File: src/rtl/brk_guard_pkg.sv
package brk_guard_pkg;

    localparam int REG_W       = 32;
    localparam int LOCK_LSB    = 16;
    localparam int LOCK_W      = 2;
    localparam int FILT_LSB    = 8;
    localparam int FILT_W      = 4;
    localparam int AUTO_BIT    = 5;
    localparam int MOE_BIT     = 4;
    localparam int FLAGCLR_BIT = 2;
    localparam int POL_BIT     = 1;
    localparam int BEN_BIT     = 0;

    typedef enum logic [LOCK_W-1:0] {
        LOCK_OFF = 2'd0,
        LOCK_L1  = 2'd1,
        LOCK_L2  = 2'd2,
        LOCK_L3  = 2'd3
    } lock_lvl_e;

    typedef struct packed {
        lock_lvl_e          lock;
        logic [FILT_W-1:0]  filt;
        logic               auto_en;
        logic               brk_pol;
        logic               brk_en;
    } cfg_t;

    typedef struct packed {
        logic wr;
        logic moe_val;
        logic flag_clr;
    } wr_cmd_t;

    localparam cfg_t CFG_RESET = '{lock: LOCK_OFF, filt: '0, auto_en: 1'b0,
                                   brk_pol: 1'b0, brk_en: 1'b0};

    function automatic cfg_t apply_write(input cfg_t cur, input logic [REG_W-1:0] d,
                                         input logic lock_open);
        cfg_t n;
        n         = cur;
        n.filt    = d[FILT_LSB +: FILT_W];
        n.auto_en = d[AUTO_BIT];
        n.brk_pol = d[POL_BIT];
        n.brk_en  = d[BEN_BIT];
        if (lock_open) begin
            n.lock = lock_lvl_e'(d[LOCK_LSB +: LOCK_W]);
        end
        return n;
    endfunction

    function automatic logic brk_active(input cfg_t c, input logic line);
        return c.brk_en && (line == c.brk_pol);
    endfunction

endpackage

File: src/rtl/brk_cfg_regs.sv
module brk_cfg_regs
    import brk_guard_pkg::*;
(
    input  logic             clk,
    input  logic             rst,
    input  logic             wr_en,
    input  logic [REG_W-1:0] wr_data,
    output cfg_t             cfg,
    output wr_cmd_t          cmd
);

    logic lock_open;

    always_ff @(posedge clk) begin
        if (rst) begin
            cfg       <= CFG_RESET;
            lock_open <= 1'b1;
        end else if (wr_en) begin
            cfg       <= apply_write(cfg, wr_data, lock_open);
            lock_open <= 1'b0;
        end
    end

    always_comb begin
        cmd.wr       = wr_en;
        cmd.moe_val  = wr_data[MOE_BIT];
        cmd.flag_clr = wr_data[FLAGCLR_BIT];
    end

endmodule

File: src/rtl/brk_moe_ctrl.sv
module brk_moe_ctrl
    import brk_guard_pkg::*;
(
    input  logic    clk,
    input  logic    rst,
    input  logic    brk_hit,
    input  wr_cmd_t cmd,
    input  logic    upd_evt,
    input  logic    auto_en,
    output logic    moe,
    output logic    brk_flag
);

    logic moe_nxt;
    logic flag_nxt;

    always_comb begin
        moe_nxt = moe;
        if (cmd.wr) begin
            moe_nxt = cmd.moe_val;
        end else if (upd_evt && auto_en) begin
            moe_nxt = 1'b1;
        end
        if (brk_hit) begin
            moe_nxt = 1'b0;
        end
    end

    always_comb begin
        flag_nxt = brk_flag;
        if (cmd.wr && cmd.flag_clr) begin
            flag_nxt = 1'b0;
        end
        if (brk_hit) begin
            flag_nxt = 1'b1;
        end
    end

    // Break clears the enable as soon as it is seen, not at a clock edge.
    always_ff @(posedge clk or posedge brk_hit) begin
        if (brk_hit) begin
            moe <= 1'b0;
        end else if (rst) begin
            moe <= 1'b0;
        end else begin
            moe <= moe_nxt;
        end
    end

    always_ff @(posedge clk) begin
        if (rst) begin
            brk_flag <= 1'b0;
        end else begin
            brk_flag <= flag_nxt;
        end
    end

endmodule

File: src/rtl/brk_out_gate.sv
module brk_out_gate #(
    parameter int NCH = 4
) (
    input  logic           moe,
    input  logic [NCH-1:0] ch_en,
    input  logic [NCH-1:0] chn_en,
    input  logic [NCH-1:0] pwm_p,
    input  logic [NCH-1:0] pwm_n,
    input  logic [NCH-1:0] idle_p,
    input  logic [NCH-1:0] idle_n,
    output logic [NCH-1:0] out_p,
    output logic [NCH-1:0] out_n
);

    for (genvar g = 0; g < NCH; g++) begin : g_ch
        logic pass_p;
        logic pass_n;
        assign pass_p   = moe && ch_en[g];
        assign pass_n   = moe && chn_en[g];
        assign out_p[g] = pass_p ? pwm_p[g] : idle_p[g];
        assign out_n[g] = pass_n ? pwm_n[g] : idle_n[g];
    end

endmodule

File: src/rtl/brk_guard.sv
module brk_guard
    import brk_guard_pkg::*;
#(
    parameter int NCH = 4
) (
    input  logic               clk,
    input  logic               rst,
    input  logic               wr_en,
    input  logic [REG_W-1:0]   wr_data,
    input  logic               brk_in,
    input  logic               upd_evt,
    input  logic [NCH-1:0]     ch_en,
    input  logic [NCH-1:0]     chn_en,
    input  logic [NCH-1:0]     pwm_p,
    input  logic [NCH-1:0]     pwm_n,
    input  logic [NCH-1:0]     idle_p,
    input  logic [NCH-1:0]     idle_n,
    output logic [NCH-1:0]     out_p,
    output logic [NCH-1:0]     out_n,
    output logic               moe_o,
    output logic               brk_flag_o,
    output logic [LOCK_W-1:0]  lock_o,
    output logic [FILT_W-1:0]  filt_o,
    output logic               brk_en_o,
    output logic               brk_pol_o,
    output logic               auto_en_o
);

    cfg_t    cfg;
    wr_cmd_t cmd;
    logic    brk_hit;
    logic    moe;
    logic    brk_flag;

    brk_cfg_regs u_regs (
        .clk     (clk),
        .rst     (rst),
        .wr_en   (wr_en),
        .wr_data (wr_data),
        .cfg     (cfg),
        .cmd     (cmd)
    );

    assign brk_hit = brk_active(cfg, brk_in);

    brk_moe_ctrl u_moe (
        .clk      (clk),
        .rst      (rst),
        .brk_hit  (brk_hit),
        .cmd      (cmd),
        .upd_evt  (upd_evt),
        .auto_en  (cfg.auto_en),
        .moe      (moe),
        .brk_flag (brk_flag)
    );

    brk_out_gate #(.NCH(NCH)) u_gate (
        .moe    (moe),
        .ch_en  (ch_en),
        .chn_en (chn_en),
        .pwm_p  (pwm_p),
        .pwm_n  (pwm_n),
        .idle_p (idle_p),
        .idle_n (idle_n),
        .out_p  (out_p),
        .out_n  (out_n)
    );

    assign moe_o      = moe;
    assign brk_flag_o = brk_flag;
    assign lock_o     = cfg.lock;
    assign filt_o     = cfg.filt;
    assign brk_en_o   = cfg.brk_en;
    assign brk_pol_o  = cfg.brk_pol;
    assign auto_en_o  = cfg.auto_en;

endmodule

File: config.mk
export PLATFORM = sky130hd
export DESIGN_NAME = brk_guard
export DESIGN_NICKNAME = d
export VERILOG_FILES = /design/src/rtl/brk_guard_pkg.sv /design/src/rtl/brk_cfg_regs.sv /design/src/rtl/brk_moe_ctrl.sv /design/src/rtl/brk_out_gate.sv /design/src/rtl/brk_guard.sv
export SDC_FILE = /design/constraint.sdc
export NUM_CORES = 1
export LEC_CHECK = 0
export BUFFER_PORTS_ARGS = -buffer_cell sky130_fd_sc_hd__buf_2
export CORE_UTILIZATION = 30
export CTS_CLUSTER_DIAMETER = 50
export CTS_CLUSTER_SIZE = 16
export DETAILED_ROUTE_END_ITERATION = 8
export PLACE_DENSITY = 0.78
export SYNTH_ARGS = -nofsm -noshare
export SYNTH_HDL_FRONTEND = slang
export SYNTH_SLANG_ARGS = --single-unit
File: constraint.sdc
create_clock -name clk -period 1.2 [get_ports clk]
set_input_delay 0.06 -clock clk [delete_from_list [all_inputs] [get_ports clk]]
set_output_delay 0.06 -clock clk [all_outputs]
set_load 0.005 [all_outputs]
* Word level (Yosys, flattened, before mapping)
Index checks and enable logic that the tools add are counted.
Storage, ports and cells: flip-flop bits (word level) 12, input port bits 61, output and inout port bits 19, word-level logic and storage cells 37
Cells by class: eq/ne operators 1, mux-type cells 14, reductions and logical operators 14
Operators with widths (number):
- two-way mux 1 bit | 14
- logical AND 1 bit | 11
- nonzero test 4 bit | 1
- AND reduction 2 bit | 1
- nonzero test 2 bit | 1
- equality test 1 bit | 1

* Longest topological paths before layout
depth after elaboration 5, gate-level depth with buffers 4

* Cells and area by module
A second synthesis with hierarchy kept.
Unflattened totals: cell total of the unflattened synthesis 64, area, all modules 644.4 um^2
Modules (own cells, without submodules):
- brk_cfg_regs | times used 1, cells an instance 37, area each 385.4 um^2, sequential area each 200.2 um^2
- brk_out_gate | times used 1, cells an instance 17, area each 161.4 um^2, sequential area each 0.0 um^2
- brk_moe_ctrl | times used 1, cells an instance 8, area each 82.6 um^2, sequential area each 45.0 um^2
- brk_guard | times used 1, cells an instance 2, area each 15.0 um^2, sequential area each 0.0 um^2

* Least setup slack after synthesis
No wires, ideal clock.
path type reg-to-reg, start point register u_moe.moe (netlist name), end point register u_moe.moe, setup time 120 ps, arrival 825 ps, setup slack 255 ps, stages on the path, launching flop included 5, buffers on the path 1, period minus slack after synthesis 945 ps, path through dfrtp_1 -> buf_6 -> a21oi_1 -> nand2_1 -> and3_1
RTL lines:
- end signal: assignment | line brk_moe_ctrl.sv:46 | moe <= moe_nxt;
- end: declaration | line brk_moe_ctrl.sv:10 | output logic moe,

* Worst setup path in the final report
start point register u_moe.moe, end point output out_n[1]
On the way: word-level cells in the longest chain between the ends 2
Ends and longest elaborated chain:
- logical AND 1 bit | line brk_out_gate.sv:19 | assign pass_n = moe && chn_en[g];
- two-way mux 1 bit | line brk_out_gate.sv:21 | assign out_n[g] = pass_n ? pwm_n[g] : idle_n[g];
- end: declaration | line brk_guard.sv:19 | output logic [NCH-1:0] out_n,
No other way between the ends.

==> metrics <==
initial antenna violation count 0; Hold Path Class primary input to flop; chip width 47.1 um; failing checks negative setup slack; DR pass1 iterations 4; Worst-path clk slew 0.07 ns; yosys warns 0; share of layout cells above drive strength 1 64.6%; Fin Setup TNS -1.17 ns; Arrival @ worst endpoint ~1.3 ns; startpoint types flop; residual DRC count 0; Max-Cap Viols 0; Initial Util 33.5%; Mean Syn Cell Area 9.54 um2; core area about 1800 um2; critical-path maximum fanout 5; crit path max-delay cell type dfrtp_2; via count between 600 and 700; htree depth 1; kind of critical path flop to output pin; Slew Limit Fails 0; Vias per Instance 4.39; Worst Path Required ~1.1 ns; area leader, netlist dfxtp_1; initial detailed-routing violation count 2; vias in the first global route 556; DR WL/cell 11.1 um; cell mode on critical path buf_6; Post-Route WL 1690 um; post-DP HPWL ~1200 um; worst vdd ir 0.000821 V; Final GP Congestion 0.655; clock skew 0.000518 ns; WP buf/inv 2; pin count of the biggest net entering global routing 14; nets 189; synth top area cells dfxtp_1 (36%), mux2_4 (20%), mux2i_1 (11%), nand2_1 (9.2%), nor2_1 (4.3%); Fin. Hold Viols 0; min Tclk post-route 1.36 ns; CP cell instances buf_6 > nand2_2 > mux2_4 > buf_6; Syn Std Cell Area 611 um2; CP endpoint kind output pin; Worst Hold Slack 0.0279 ns; Ports 80; Worst path top cell family by delay flip-flops; ant diodes 0; row cnt 15; Slew headroom 80.5%; first-pass GRT wire length 1890 um; final setup fails 8; Num CTS Buffers 3; Reg2Reg Setup Slack about 0.080 ns; Tcrit/Tclk final 113%; Power per Cell Area 962 nW/um2; Worst Tran Pin Value 0.292 ns; Static Leak 0.608 nW; CTS tree done; clock latency on the worst-skew pair 0.26 ns; Die Area roughly 2200 um2; area growth from synthesis to layout 74.8%; gate count after technology mapping 64; root buf cell clkbuf_4; synthesized net count 125; Final Power 1.03 mW; RSZ-0062 raised after global routing true; DIE HEIGHT ~47 um; slowest cell delay on critical path 0.41 ns; Unique masters post-synth 14; grt total ovfl 0; status finished with violations; Yosys reg bits 12; IO buf count 58; clock sink count 12; antenna-violating nets left 0; final worst setup slack -0.161 ns; fmax 735 MHz; sequential share of the synthesized area between 40% and 50%; Longest Clk Path Bufs 2; top-area cell type share of the netlist area 36.1%; total track usage between 10 and 15%
[area by class of cell]
type | instances | area [um2]
Tap cell | 25 | 31.3
Inverter | 2 | 7.51
Clock buffer | 4 | 36.3
Sequential cell | 12 | 246
Multi-Input combinational cell | 47 | 365
Timing Repair Buffer | 62 | 380
Fill cell | 157 | 753
[Yosys cell counts, drive strengths merged]
cell type / n
mux2: 8
a21o: 1
xnor2: 1
nor2: 7
dfxtp: 11
a21oi: 5
nand3: 2
nand2: 15
inv: 2
buf: 3
and3: 1
mux2i: 7
dfrtp: 1
[sequential cells by signal, indices dropped and copies added (netlist names)]
| register | cells |
|---|---|
| u_regs.lock_open | 1 |
| u_moe.brk_flag | 1 |
| u_regs.cfg | 9 |
| u_moe.moe | 1 |
[cell usage in the layout (no fill, tap or decap), drive strengths merged, types with 2 or more instances in the layout]
master,synthesis,routed
dfxtp,11,11
clkbuf,0,4
nand3,2,2
mux2,8,8
mux2i,7,7
inv,2,2
nor2,7,7
a21oi,5,5
nand2,15,15
buf,3,61
[per-stage QoR]
stage | area (um2) | std cells | setup WS, ns | utilization (%)
floorplan | 611 | 64 | 0.255 | -
global placement | 905 | 144 | 0.112 | 49.7
detailed placement | 905 | 144 | 0.0824 | 49.7
CTS | 952 | 149 | -0.143 | 52.3
global route | 1070 | 152 | -0.196 | 58.6
finish | 1070 | 152 | -0.161 | 58.6
[tightest hold or removal path: stages]
cell	delay, ns
buf_2	0.07
mux2i_1	0.05
nor2_1	0.07
[cell families (layout without fill, tap and decap cells)]
group                  Yosys count  count (layout)  synth area share [%]
buffers and inverters            5              68                  5.74
AND/OR/NAND/NOR                 25              25                  16.2
multiplexers                    15              15                  31.1
AO/OA/AOI/OAI                    6               6                  5.33
flip-flops                      12              12                  40.2
XOR/XNOR                         1               1                  1.43
[report_power, final]
part / total (mW) / internal, mW / switching (mW)
clock: 0.309 / 0.184 / 0.125
sequential: 0.438 / 0.423 / 0.0151
combinational: 0.279 / 0.173 / 0.107
total: 1.03 / 0.780 / 0.247
[what timing repair did]
action	in CTS	in global routing
pin swaps	0	1
gates resized for setup	1	23
endpoints found under the hold margin	1	0
endpoints found under the setup margin	8	8
hold buffers	1	0
buffers inserted	0	3
[final timing paths]
path                                              end                       start  depth (start not counted)
max reg2reg                     u_moe.moe$_DFFE_PP0P_       u_moe.moe$_DFFE_PP0P_                          5
min reg2reg                     u_moe.moe$_DFFE_PP0P_  u_regs.cfg[0]$_SDFFE_PP0P_                          1
min in group asynchronous       u_moe.moe$_DFFE_PP0P_  u_regs.cfg[0]$_SDFFE_PP0P_                          1
min                        u_regs.cfg[0]$_SDFFE_PP0P_                  wr_data[0]                          3
max                                          out_n[1]       u_moe.moe$_DFFE_PP0P_                          4
max in group asynchronous       u_moe.moe$_DFFE_PP0P_                      brk_in                          4
[metal layers]
layer,track usage (%),vias to the layer above,share of wire (%),wire length (um)
met3,1.54,0,9.8,166
met2,27.8,49,55,921
met1,8.90,278,36,601
li1,-,340,-,-
met4,6.86,0,0,0
met5,0,-,0,0
Power figures use the tool's default switching activity.
